--- src/rtl/i2cseq_pkg.sv ---
package i2cseq_pkg;

    typedef enum logic [2:0] {
        OP_START   = 3'd0,
        OP_RESTART = 3'd1,
        OP_STOP    = 3'd2,
        OP_WRITE   = 3'd3,
        OP_READ    = 3'd4
    } cmd_op_e;

    typedef enum logic [1:0] {
        ST_OK      = 2'd0,
        ST_NODEV   = 2'd1,
        ST_IO      = 2'd2,
        ST_TIMEOUT = 2'd3
    } status_e;

    typedef enum logic [3:0] {
        PH_IDLE, PH_START, PH_NEXT, PH_RESTART, PH_ADDR1, PH_ADDR2,
        PH_RS10, PH_ADDR3, PH_DATA, PH_RX, PH_RSTOP, PH_GAP, PH_RSTART,
        PH_STOP
    } phase_e;

    typedef struct packed {
        logic nostart;
        logic ign_nak;
        logic ten;
        logic rd;
    } msg_flags_t;

    function automatic logic [7:0] ten_header(input logic [1:0] hi, input logic rd);
        return {5'b11110, hi, rd};
    endfunction

    function automatic logic [7:0] short_addr(input logic [6:0] a, input logic rd);
        return {a, rd};
    endfunction

endpackage

--- src/rtl/i2cseq_addr_former.sv ---
module i2cseq_addr_former
    import i2cseq_pkg::*;
(
    input  logic [9:0] addr_i,
    input  logic       rd_i,
    input  logic       ten_i,
    input  logic [1:0] sel_i,
    output logic [7:0] byte_o
);
    always_comb begin
        unique case (sel_i)
            2'd1:    byte_o = addr_i[7:0];
            2'd2:    byte_o = ten_header(addr_i[9:8], 1'b1);
            default: byte_o = ten_i ? ten_header(addr_i[9:8], 1'b0)
                                    : short_addr(addr_i[6:0], rd_i);
        endcase
    end
endmodule

--- src/rtl/i2cseq_gap_timer.sv ---
module i2cseq_gap_timer #(
    parameter int CYCLES = 16,
    localparam int CW = $clog2(CYCLES + 1)
) (
    input  logic clk,
    input  logic rst,
    input  logic start_i,
    output logic expired_o
);
    logic [CW-1:0] cnt_q;
    logic          run_q;

    always_ff @(posedge clk) begin
        if (rst) begin
            cnt_q <= '0;
            run_q <= 1'b0;
        end else if (start_i) begin
            cnt_q <= CW'(CYCLES - 1);
            run_q <= 1'b1;
        end else if (run_q) begin
            if (cnt_q == '0) run_q <= 1'b0;
            else             cnt_q <= cnt_q - 1'b1;
        end
    end

    assign expired_o = run_q && (cnt_q == '0);
endmodule

--- src/rtl/i2cseq_top.sv ---
module i2cseq_top
    import i2cseq_pkg::*;
#(
    parameter int MAX_MSGS   = 4,
    parameter int LEN_W      = 8,
    parameter int RETRY_W    = 3,
    parameter int GAP_CYCLES = 16,
    localparam int IDX_W     = $clog2(MAX_MSGS + 1)
) (
    input  logic               clk,
    input  logic               rst,
    input  logic               go_i,
    input  logic [IDX_W-1:0]   msg_count_i,
    input  logic [RETRY_W-1:0] retry_limit_i,
    output logic [IDX_W-1:0]   msg_idx_o,
    input  logic [9:0]         desc_addr_i,
    input  logic [3:0]         desc_flags_i,
    input  logic [LEN_W-1:0]   desc_len_i,
    output logic               cmd_valid_o,
    input  logic               cmd_ready_i,
    output logic [2:0]         cmd_op_o,
    output logic [7:0]         cmd_byte_o,
    output logic               cmd_nack_o,
    input  logic               rsp_valid_i,
    input  logic               rsp_ack_i,
    input  logic               rsp_timeout_i,
    input  logic [7:0]         rsp_byte_i,
    input  logic               tx_valid_i,
    input  logic [7:0]         tx_data_i,
    output logic               tx_ready_o,
    output logic               rx_valid_o,
    output logic [7:0]         rx_data_o,
    input  logic               rx_ready_i,
    output logic               busy_o,
    output logic               msg_done_o,
    output logic [LEN_W-1:0]   byte_count_o,
    output logic               done_o,
    output logic [1:0]         status_o
);
    phase_e             phase_q;
    logic               wait_q, ret_third_q, done_q, msgdone_q;
    logic [IDX_W-1:0]   idx_q;
    logic [LEN_W-1:0]   cnt_q;
    logic [RETRY_W-1:0] tries_q;
    status_e            status_q;
    logic [7:0]         rx_q;
    msg_flags_t         flg;
    logic [1:0]         addr_sel;
    logic [7:0]         addr_byte;
    logic               acc, rsp, ok, last_byte, gap_start, gap_done;
    logic [LEN_W-1:0]   cnt_inc;

    assign flg       = msg_flags_t'(desc_flags_i);
    assign acc       = cmd_valid_o && cmd_ready_i;
    assign rsp       = wait_q && rsp_valid_i;
    assign ok        = rsp_ack_i || flg.ign_nak;
    assign cnt_inc   = cnt_q + 1'b1;
    assign last_byte = (cnt_inc == desc_len_i);
    assign gap_start = rsp && !rsp_timeout_i && (phase_q == PH_RSTOP);
    assign addr_sel  = (phase_q == PH_ADDR2) ? 2'd1 :
                       (phase_q == PH_ADDR3) ? 2'd2 : 2'd0;

    i2cseq_addr_former u_addr (
        .addr_i (desc_addr_i),
        .rd_i   (flg.rd),
        .ten_i  (flg.ten),
        .sel_i  (addr_sel),
        .byte_o (addr_byte)
    );

    i2cseq_gap_timer #(.CYCLES(GAP_CYCLES)) u_gap (
        .clk       (clk),
        .rst       (rst),
        .start_i   (gap_start),
        .expired_o (gap_done)
    );

    always_comb begin
        cmd_valid_o = 1'b0;
        cmd_op_o    = OP_WRITE;
        cmd_byte_o  = addr_byte;
        cmd_nack_o  = 1'b0;
        tx_ready_o  = 1'b0;
        unique case (phase_q)
            PH_START, PH_RSTART: begin
                cmd_valid_o = !wait_q;
                cmd_op_o    = OP_START;
            end
            PH_RESTART, PH_RS10: begin
                cmd_valid_o = !wait_q;
                cmd_op_o    = OP_RESTART;
            end
            PH_ADDR1, PH_ADDR2, PH_ADDR3: cmd_valid_o = !wait_q;
            PH_RSTOP, PH_STOP: begin
                cmd_valid_o = !wait_q;
                cmd_op_o    = OP_STOP;
            end
            PH_DATA: begin
                if (flg.rd) begin
                    cmd_valid_o = !wait_q;
                    cmd_op_o    = OP_READ;
                    cmd_byte_o  = '0;
                    cmd_nack_o  = last_byte;
                end else begin
                    cmd_valid_o = !wait_q && tx_valid_i;
                    cmd_byte_o  = tx_data_i;
                    tx_ready_o  = !wait_q && cmd_ready_i;
                end
            end
            default: ;
        endcase
    end

    always_ff @(posedge clk) begin
        if (rst) begin
            phase_q     <= PH_IDLE;
            wait_q      <= 1'b0;
            ret_third_q <= 1'b0;
            done_q      <= 1'b0;
            msgdone_q   <= 1'b0;
            idx_q       <= '0;
            cnt_q       <= '0;
            tries_q     <= '0;
            status_q    <= ST_OK;
            rx_q        <= '0;
        end else begin
            done_q    <= 1'b0;
            msgdone_q <= 1'b0;
            if (acc) wait_q <= 1'b1;
            if (rsp) wait_q <= 1'b0;
            if (rsp && phase_q == PH_STOP) begin
                phase_q <= PH_IDLE;
                done_q  <= 1'b1;
            end else if (rsp && rsp_timeout_i) begin
                status_q <= ST_TIMEOUT;
                phase_q  <= PH_STOP;
            end else begin
                unique case (phase_q)
                    PH_IDLE: if (go_i) begin
                        idx_q    <= '0;
                        cnt_q    <= '0;
                        status_q <= ST_OK;
                        phase_q  <= PH_START;
                    end
                    PH_START:   if (rsp) phase_q <= PH_NEXT;
                    PH_RSTART:  if (rsp) phase_q <= ret_third_q ? PH_ADDR3 : PH_ADDR1;
                    PH_RESTART: if (rsp) phase_q <= PH_ADDR1;
                    PH_NEXT: begin
                        if (idx_q == msg_count_i) begin
                            phase_q <= PH_STOP;
                        end else begin
                            cnt_q       <= '0;
                            tries_q     <= flg.ign_nak ? '0 : retry_limit_i;
                            ret_third_q <= 1'b0;
                            if (flg.nostart) begin
                                if (desc_len_i == '0) begin
                                    idx_q     <= idx_q + 1'b1;
                                    msgdone_q <= 1'b1;
                                end else begin
                                    phase_q <= PH_DATA;
                                end
                            end else begin
                                phase_q <= (idx_q == '0) ? PH_ADDR1 : PH_RESTART;
                            end
                        end
                    end
                    PH_ADDR1, PH_ADDR3: if (rsp) begin
                        if (ok) begin
                            if (phase_q == PH_ADDR1 && flg.ten) begin
                                phase_q <= PH_ADDR2;
                            end else if (desc_len_i == '0) begin
                                idx_q     <= idx_q + 1'b1;
                                msgdone_q <= 1'b1;
                                phase_q   <= PH_NEXT;
                            end else begin
                                phase_q <= PH_DATA;
                            end
                        end else if (tries_q != '0) begin
                            tries_q     <= tries_q - 1'b1;
                            ret_third_q <= (phase_q == PH_ADDR3);
                            phase_q     <= PH_RSTOP;
                        end else begin
                            status_q <= ST_NODEV;
                            phase_q  <= PH_STOP;
                        end
                    end
                    PH_ADDR2: if (rsp) begin
                        if (!ok) begin
                            status_q <= ST_NODEV;
                            phase_q  <= PH_STOP;
                        end else if (flg.rd) begin
                            phase_q <= PH_RS10;
                        end else if (desc_len_i == '0) begin
                            idx_q     <= idx_q + 1'b1;
                            msgdone_q <= 1'b1;
                            phase_q   <= PH_NEXT;
                        end else begin
                            phase_q <= PH_DATA;
                        end
                    end
                    PH_RS10: if (rsp) begin
                        tries_q <= flg.ign_nak ? '0 : retry_limit_i;
                        phase_q <= PH_ADDR3;
                    end
                    PH_DATA: if (rsp) begin
                        if (flg.rd) begin
                            rx_q    <= rsp_byte_i;
                            phase_q <= PH_RX;
                        end else if (ok) begin
                            cnt_q <= cnt_inc;
                            if (last_byte) begin
                                idx_q     <= idx_q + 1'b1;
                                msgdone_q <= 1'b1;
                                phase_q   <= PH_NEXT;
                            end
                        end else begin
                            status_q <= ST_IO;
                            phase_q  <= PH_STOP;
                        end
                    end
                    PH_RX: if (rx_ready_i) begin
                        cnt_q <= cnt_inc;
                        if (last_byte) begin
                            idx_q     <= idx_q + 1'b1;
                            msgdone_q <= 1'b1;
                            phase_q   <= PH_NEXT;
                        end else begin
                            phase_q <= PH_DATA;
                        end
                    end
                    PH_RSTOP: if (rsp) phase_q <= PH_GAP;
                    PH_GAP:   if (gap_done) phase_q <= PH_RSTART;
                    default: ;
                endcase
            end
        end
    end

    assign msg_idx_o    = idx_q;
    assign rx_valid_o   = (phase_q == PH_RX);
    assign rx_data_o    = rx_q;
    assign busy_o       = (phase_q != PH_IDLE);
    assign msg_done_o   = msgdone_q;
    assign byte_count_o = cnt_q;
    assign done_o       = done_q;
    assign status_o     = status_q;
endmodule

--- config.mk ---
export PLATFORM = sky130hd
export DESIGN_NAME = i2cseq_top
export DESIGN_NICKNAME = d
export VERILOG_FILES = /design/src/rtl/i2cseq_pkg.sv /design/src/rtl/i2cseq_addr_former.sv /design/src/rtl/i2cseq_gap_timer.sv /design/src/rtl/i2cseq_top.sv
export SDC_FILE = /design/constraint.sdc
export NUM_CORES = 1
export LEC_CHECK = 0
export BUFFER_PORTS_ARGS = -buffer_cell sky130_fd_sc_hd__buf_4
export CAP_MARGIN = 40
export CORE_MARGIN = 3
export CORE_UTILIZATION = 59
export CTS_BUF_LIST = sky130_fd_sc_hd__clkbuf_8
export DETAILED_ROUTE_END_ITERATION = 8
export GPL_TIMING_DRIVEN = 0
export PLACE_DENSITY = 0.94
export SYNTH_ARGS = -nofsm -noshare
export SYNTH_HDL_FRONTEND = slang
export SYNTH_SLANG_ARGS = --single-unit
export TNS_END_PERCENT = 100
--- constraint.sdc ---
create_clock -name clk -period 4.1 [get_ports clk]
set_input_delay 0.205 -clock clk [delete_from_list [all_inputs] [get_ports clk]]
set_output_delay 0.205 -clock clk [all_outputs]
set_load 0.01 [all_outputs]
# --- Word-level counts from Yosys, hierarchy flattened ---
# Index checks and enable logic that the tools add are counted.
# Widths: inputs -> output; s select.
totals:
  register_bits: 38
  in_bits: 53
  output_inout_bits: 39
  elab_cells: 236
classes:
  add_sub_neg: 4
  eq_ne: 59
  muxes: 110
  n_bitwise: 3
  n_reduce_logical: 46
op_table:
  columns: ["op", "n"]
  rows:
  - ["$mux 4", 27]
  - ["$mux 3", 24]
  - ["$mux 8", 9]
  - ["$pmux 4 s12", 1]
  - ["$ne 2x2->1 const B", 21]
  - ["$ne 3x3->1 const B", 12]
  - ["$pmux 8 s4", 1]
  - ["$reduce_and 14->1", 2]
  - ["$mux 1", 27]
  - ["$mux 2", 13]
  - ["$eq 4x4->1 const B", 6]
  - ["$pmux 3 s6", 1]
  - ["$eq 4x3->1 const B", 4]
  - ["$pmux 8 s2", 1]
  - ["$reduce_and 16->1", 1]
  - ["$reduce_or 2->1", 7]
  - ["$reduce_bool 13->1", 1]
  - ["$pmux 3 s4", 1]
  - ["$reduce_bool 12->1", 1]
  - ["$reduce_and 11->1", 1]
  - ["$logic_and 1x1->1", 10]
  - ["$ne 5x5->1 const B", 2]
  - ["$ne 3x2->1 const B", 3]
  - ["$pmux 3 s3", 1]
  - ["35 further kinds", 45]

# --- Logic depth before layout (Yosys ltp) ---
depth:
  ltp_word: 8
  ltp_mapped: 9
  mapped_depth_nobuf: 8

# --- By module ---
# From an unflattened synthesis, not the netlist that was laid out.
unflattened:
  cells_unflattened: 457
  area_unflattened_um2: 3358.2
by_module_without_submodules:
  columns: ["mod", "instances", "cells_each", "area_each_um2", "seq_area_each_um2"]
  rows:
  - ["i2cseq_top", 1, 393, 2821.5, 640.6]
  - ["i2cseq_gap_timer", 1, 34, 334.1, 120.1]
  - ["i2cseq_addr_former", 1, 30, 202.7, 0.0]

# --- Least setup slack after synthesis ---
# No wires, ideal clock.
synth_timing:
  path_kind: "reg-to-reg"
  start: "register cnt_q[0], in the netlist byte_count_o[0]"
  end: "register idx_q[2], in the netlist msg_idx_o[2]"
  setup_time_ns: 0.072
  arrival_time_ns: 2.223
  t_required_ns: 4.028
  setup_slack_ns: 1.805
  stages_incl_launch_ff: 9
  path_buffers: 1
  period_less_slack_ns: 2.295
  path_cell_list: "dfxtp_1 -> ha_1 -> clkbuf_2 -> inv_1 -> or3_1 -> o221ai_1 -> o2111ai_1 -> a211oi_1 -> mux2i_1"
synth_via:
  elab_chain_cells: 7
  word_cells_on_any_way: 8
  classes_between: "1 x add/sub; 1 x eq/ne; 6 x mux"
synth_rtl:
  columns: ["element", "line", "source"]
  rows:
  - ["from (decl)", "i2cseq_top.sv:43", "logic [LEN_W-1:0] cnt_q;"]
  - ["from (signal assigned)", "i2cseq_top.sv:210", "cnt_q <= cnt_inc;"]
  - ["from (signal assigned)", "i2cseq_top.sv:222", "cnt_q <= cnt_inc;"]
  - ["$add 8x1->8 (*)", "i2cseq_top.sv:57", "assign cnt_inc = cnt_q + 1'b1;"]
  - ["$eq 8x8->1 (*)", "i2cseq_top.sv:58", "assign last_byte = (cnt_inc == desc_len_i);"]
  - ["$mux 3 (*)", null, null]
  - ["$mux 3 (3 in series)", null, null]
  - ["$pmux 3 s6 (*)", null, null]
  - ["to (signal assigned)", "i2cseq_top.sv:157", "idx_q <= idx_q + 1'b1;"]
  - ["to (signal assigned)", "i2cseq_top.sv:172", "idx_q <= idx_q + 1'b1;"]
  - ["to (signal assigned)", "i2cseq_top.sv:194", "idx_q <= idx_q + 1'b1;"]
  - ["to (decl)", "i2cseq_top.sv:42", "logic [IDX_W-1:0] idx_q;"]
# Every way passes the cells marked *; elsewhere a longest branch is shown, timed or not. The select of a mux whose other input is x is not followed.
# A chain may end at the register's enable or synchronous reset.

# --- Worst setup path in the final report ---
layout_timing:
  start: "register phase_q[0]"
  end: "output cmd_byte_o[2]"
layout_via:
  elab_chain_cells: 6
  word_cells_on_any_way: 9
  classes_between: "5 x eq/ne; 4 x mux"
layout_rtl:
  columns: ["element", "line", "source"]
  rows:
  - ["from (decl)", "i2cseq_top.sv:40", "phase_e phase_q;"]
  - ["from (signal assigned)", "i2cseq_top.sv:146", "PH_RSTART: if (rsp) phase_q <= ret_third_q ? PH_ADDR3 : PH_ADDR1;"]
  - ["from (signal assigned)", "i2cseq_top.sv:163", "phase_q <= (idx_q == '0) ? PH_ADDR1 : PH_RESTART;"]
  - ["$eq 4x3->1", "i2cseq_top.sv:61", "(phase_q == PH_ADDR3) ? 2'd2 : 2'd0;"]
  - ["$mux 2", "i2cseq_top.sv:61", null]
  - ["$mux 2", "i2cseq_top.sv:60", "assign addr_sel = (phase_q == PH_ADDR2) ? 2'd1 :"]
  - ["$eq 2x2->1 / $eq 2x1->1 (equally long branches)", "i2cseq_addr_former.sv:11", "unique case (sel_i)"]
  - ["$pmux 8 s2", "i2cseq_addr_former.sv:11", null]
  - ["$mux 8 (*)", "i2cseq_top.sv:84", "unique case (phase_q)"]
  - ["to (decl)", "i2cseq_top.sv:22", "output logic [7:0] cmd_byte_o,"]
# Every way passes the cells marked *; elsewhere a longest branch is shown, timed or not.

==> flow_summary.yaml <==
layout:
  stdcell_area_mm2: 0.00419
  finalNetCount: 598
  final_cell_mix: "buf_4 (90), a21oi_1 (39), dfxtp_1 (38)"
  final_layout_size_suffix_gt1_frac: 0.236
  n_fill_cell: 395
  num_antenna_cells: 0
  register_area_um2: 761
  multiInputGateArea_mm2: 0.00234
  final_common_cell: "buf_4"
  syn2layout_area_growth_pct: 27.1
timing:
  clock_skew_ns: 0.0114
  period_share: 0.688
  hold_viol: 0
  fmax_mhz: 354
  max_slew_margin: 0.369
  timing.setup.tns_ns: 0
  finalCriticalPeriod_ns: 2.82
  slew_viol_final: 0
  setup_violations: 0
  rsz0062_at_grt: "false"
  worst_pin_slew_ns: 0.938
cts:
  clk_path_buf_depth: 2
  cts_hold_buf: 0
  cts_setup_buffers: 0
  numCtsBuffers: 5
  cts_tree: "built"
  clkTransAtPathRegs_ns: 0.09
  cts_sinks: 38
  clock_latency_ns: 0.31
  cts_root_buf: "clkbuf_8"
  cts_resized: 0
  ctsHtreeMaxLevel: 2
synthesis:
  netlist_area_mm2: 0.00330
  ys_types: 73
  synth_edf_count: 0
  seq_area_frac_synth: 0.230
  postSynth.asyncResetShare: 0
  yosysWarnings: 0
  avgSynthCellArea_um2: 7.47
  synthFlopType: "dfxtp_1"
  synth_cells: 442
  synth_seq_cells: 38
  syn_nets: 502
drt:
  drc_errors: 0
  routedWlPerCell_um: 19.3
  vias: 3996
  ant_nets: 0
  wl_mm: 11.8
  dr.pass1.iters: 7
  viasPerCell: 6.56
  drtIter0Drc: 574
setup_path:
  path_cells: "buf_2 -> buf_2 -> buf_2 -> clkbuf_1 -> a21oi_1 -> nand2_1 -> a21oi_1 -> a21oi_1 -> o21ai_0 -> buf_4"
  ff2ff_path_depth: 8
  required_ns: 3.89
  path_delay_family: "buffers and inverters"
  crit_type: "flip-flop to output port"
  setup.worst_path.start_class: "flip-flop"
  path_buf_inv: 5
  path_depth: 10
  worstSetupStartpoint: "phase_q[0]$_SDFFE_PP0P_"
  r2r_slack_ns: 1.36
  worstSetupEndpoint: "cmd_byte_o[2]"
  crit_arrival_ns: 2.62
  cp_max_fo: 10
  slowest_stage: "clkbuf_1"
  end_kind: "output port"
  r2r_end: "msg_idx_o[2]$_SDFFE_PP0P_"
  cpPeakStageDelay_ns: 0.38
  worstReg2RegStart: "byte_count_o[0]$_SDFFE_PP0P_"
grt:
  grt_pass1_wl_mm: 18.1
  antenna_found_initial: 0
  grt_usage: 0.358
  grt_start_max_net_pins: 14
  grt_overflow: 0
  grt_pass1_vias: 3708
die:
  die_h_um: 80.8
  rows: 26
  initial_core_util: 0.626
  die_w_um: 80.8
  io_pins: 92
  core_mm2: 0.00527
  fp.dieArea_mm2: 0.00653
power_and_ir_drop:
  total_power_uw: 2080
  p_per_area_mw_per_mm2: 495
  power_leakage_uw: 0.00172
  ir_drop_v: 0.000392
flow_run:
  cap_viol_max_count: 0
placed_design:
  dp_hpwl_mm: 8.96
  placed_area_mm2: 0.00406
  port_buffers: 89
  place.gp.congestion: 1.09
run_status:
  status: "finished, final reports clean"
hold_path:
  min_path_type: "input pin to flip-flop"
==> logic make-up (layout without fill, tap and decap cells) <==
family | count (synthesis) | in the layout | share of synthesized area
simple gates | 176 | 176 | 0.301
compound gates | 139 | 139 | 0.279
buf+inv | 46 | 143 | 0.0614
flops | 38 | 38 | 0.230
xor+xnor | 20 | 20 | 0.0531
mux | 14 | 14 | 0.0428
fa+ha+maj | 9 | 9 | 0.0326
==> cells in the mapped netlist (all sizes together), types with 4 or more instances <==
library cell	number	area share
a21oi	39	0.059
dfxtp	38	0.23
o21ai	37	0.056
nand2	35	0.040
nor2	32	0.037
buf	17	0.027
inv	16	0.018
mux2i	13	0.039
clkbuf	12	0.015
nand2b	12	0.023
or3	11	0.021
xnor2	11	0.029
nand3	9	0.014
nor2b	9	0.017
nor3	9	0.014
o22ai	9	0.017
xor2	9	0.024
a211oi	8	0.018
and2	8	0.015
nand4	8	0.015
ha	7	0.027
nand3b	7	0.016
o211ai	7	0.017
and3	6	0.011
nor4	6	0.013
nor4b	5	0.015
o2111ai	4	0.011
or4b	4	0.013
==> report_power, final <==
part | total (uW) | internal (uW) | leakage (uW) | switching, uW
Sequential | 444 | 410 | 0.000308 | 33.4
Clock | 411 | 244 | 0.0000683 | 166
Combinational | 1220 | 483 | 0.00134 | 740
Total | 2080 | 1140 | 0.00172 | 940
==> stage by stage <==
stage,util,cells,setup slack (ns),hold WS [ns]
6_report,0.796,609,1.28,0.135
5_1_grt,0.796,609,1.09,0.145
4_1_cts,0.796,609,1.38,0.141
3_5_place_dp,0.770,601,1.43,0.452
3_3_place_gp,0.770,601,1.53,0.432
2_1_floorplan,-,442,1.81,0.349
==> worst min-delay path by stage <==
stage          slack, ns                   endpoint           from  cells after the start
5_1_grt             0.15  rx_data_o[1]$_SDFFE_PP0P_  rsp_byte_i[1]                      3
4_1_cts             0.14  rx_data_o[6]$_SDFFE_PP0P_  rsp_byte_i[6]                      3
6_report            0.14  rx_data_o[6]$_SDFFE_PP0P_  rsp_byte_i[6]                      3
3_5_place_dp        0.45  rx_data_o[6]$_SDFFE_PP0P_  rsp_byte_i[6]                      3
2_1_floorplan       0.35  rx_data_o[0]$_SDFFE_PP0P_  rsp_byte_i[0]                      2
3_3_place_gp        0.43  rx_data_o[6]$_SDFFE_PP0P_  rsp_byte_i[6]                      3
==> sequential cells by signal (all words and copies together), names as in the netlist <==
register,flops
status_o,2
rx_data_o,8
msg_idx_o,3
wait_q,1
msg_done_o,1
u_gap.run_q,1
ret_third_q,1
phase_q,4
byte_count_o,8
tries_q,3
done_o,1
u_gap.cnt_q,5
==> tightest hold or removal path, delay by kind of cell <==
kind	cells	cell delay, ns
buffers and inverters	1	0.08
AND/OR/NAND/NOR	1	0.07
multiplexers	1	0.05
==> area by class of cell <==
cell class | instances | area share
multi-input cells | 358 | 0.557
flip-flops and latches | 38 | 0.181
repair buffers | 89 | 0.159
plain buffers | 29 | 0.0331
well taps | 70 | 0.0209
clock buffers | 5 | 0.0164
clock inverters | 3 | 0.0164
inverters | 17 | 0.0152
==> per-layer routing <==
metal | routed length [um] | up-vias | global-route usage
li1 | - | 1831 | -
met1 | 4560 | 1855 | 0.448
met2 | 5570 | 256 | 0.599
met3 | 1260 | 54 | 0.0909
met4 | 366 | 0 | 0.120
met5 | 0 | - | 0
Note: power is estimated with default switching activity, not from simulation.
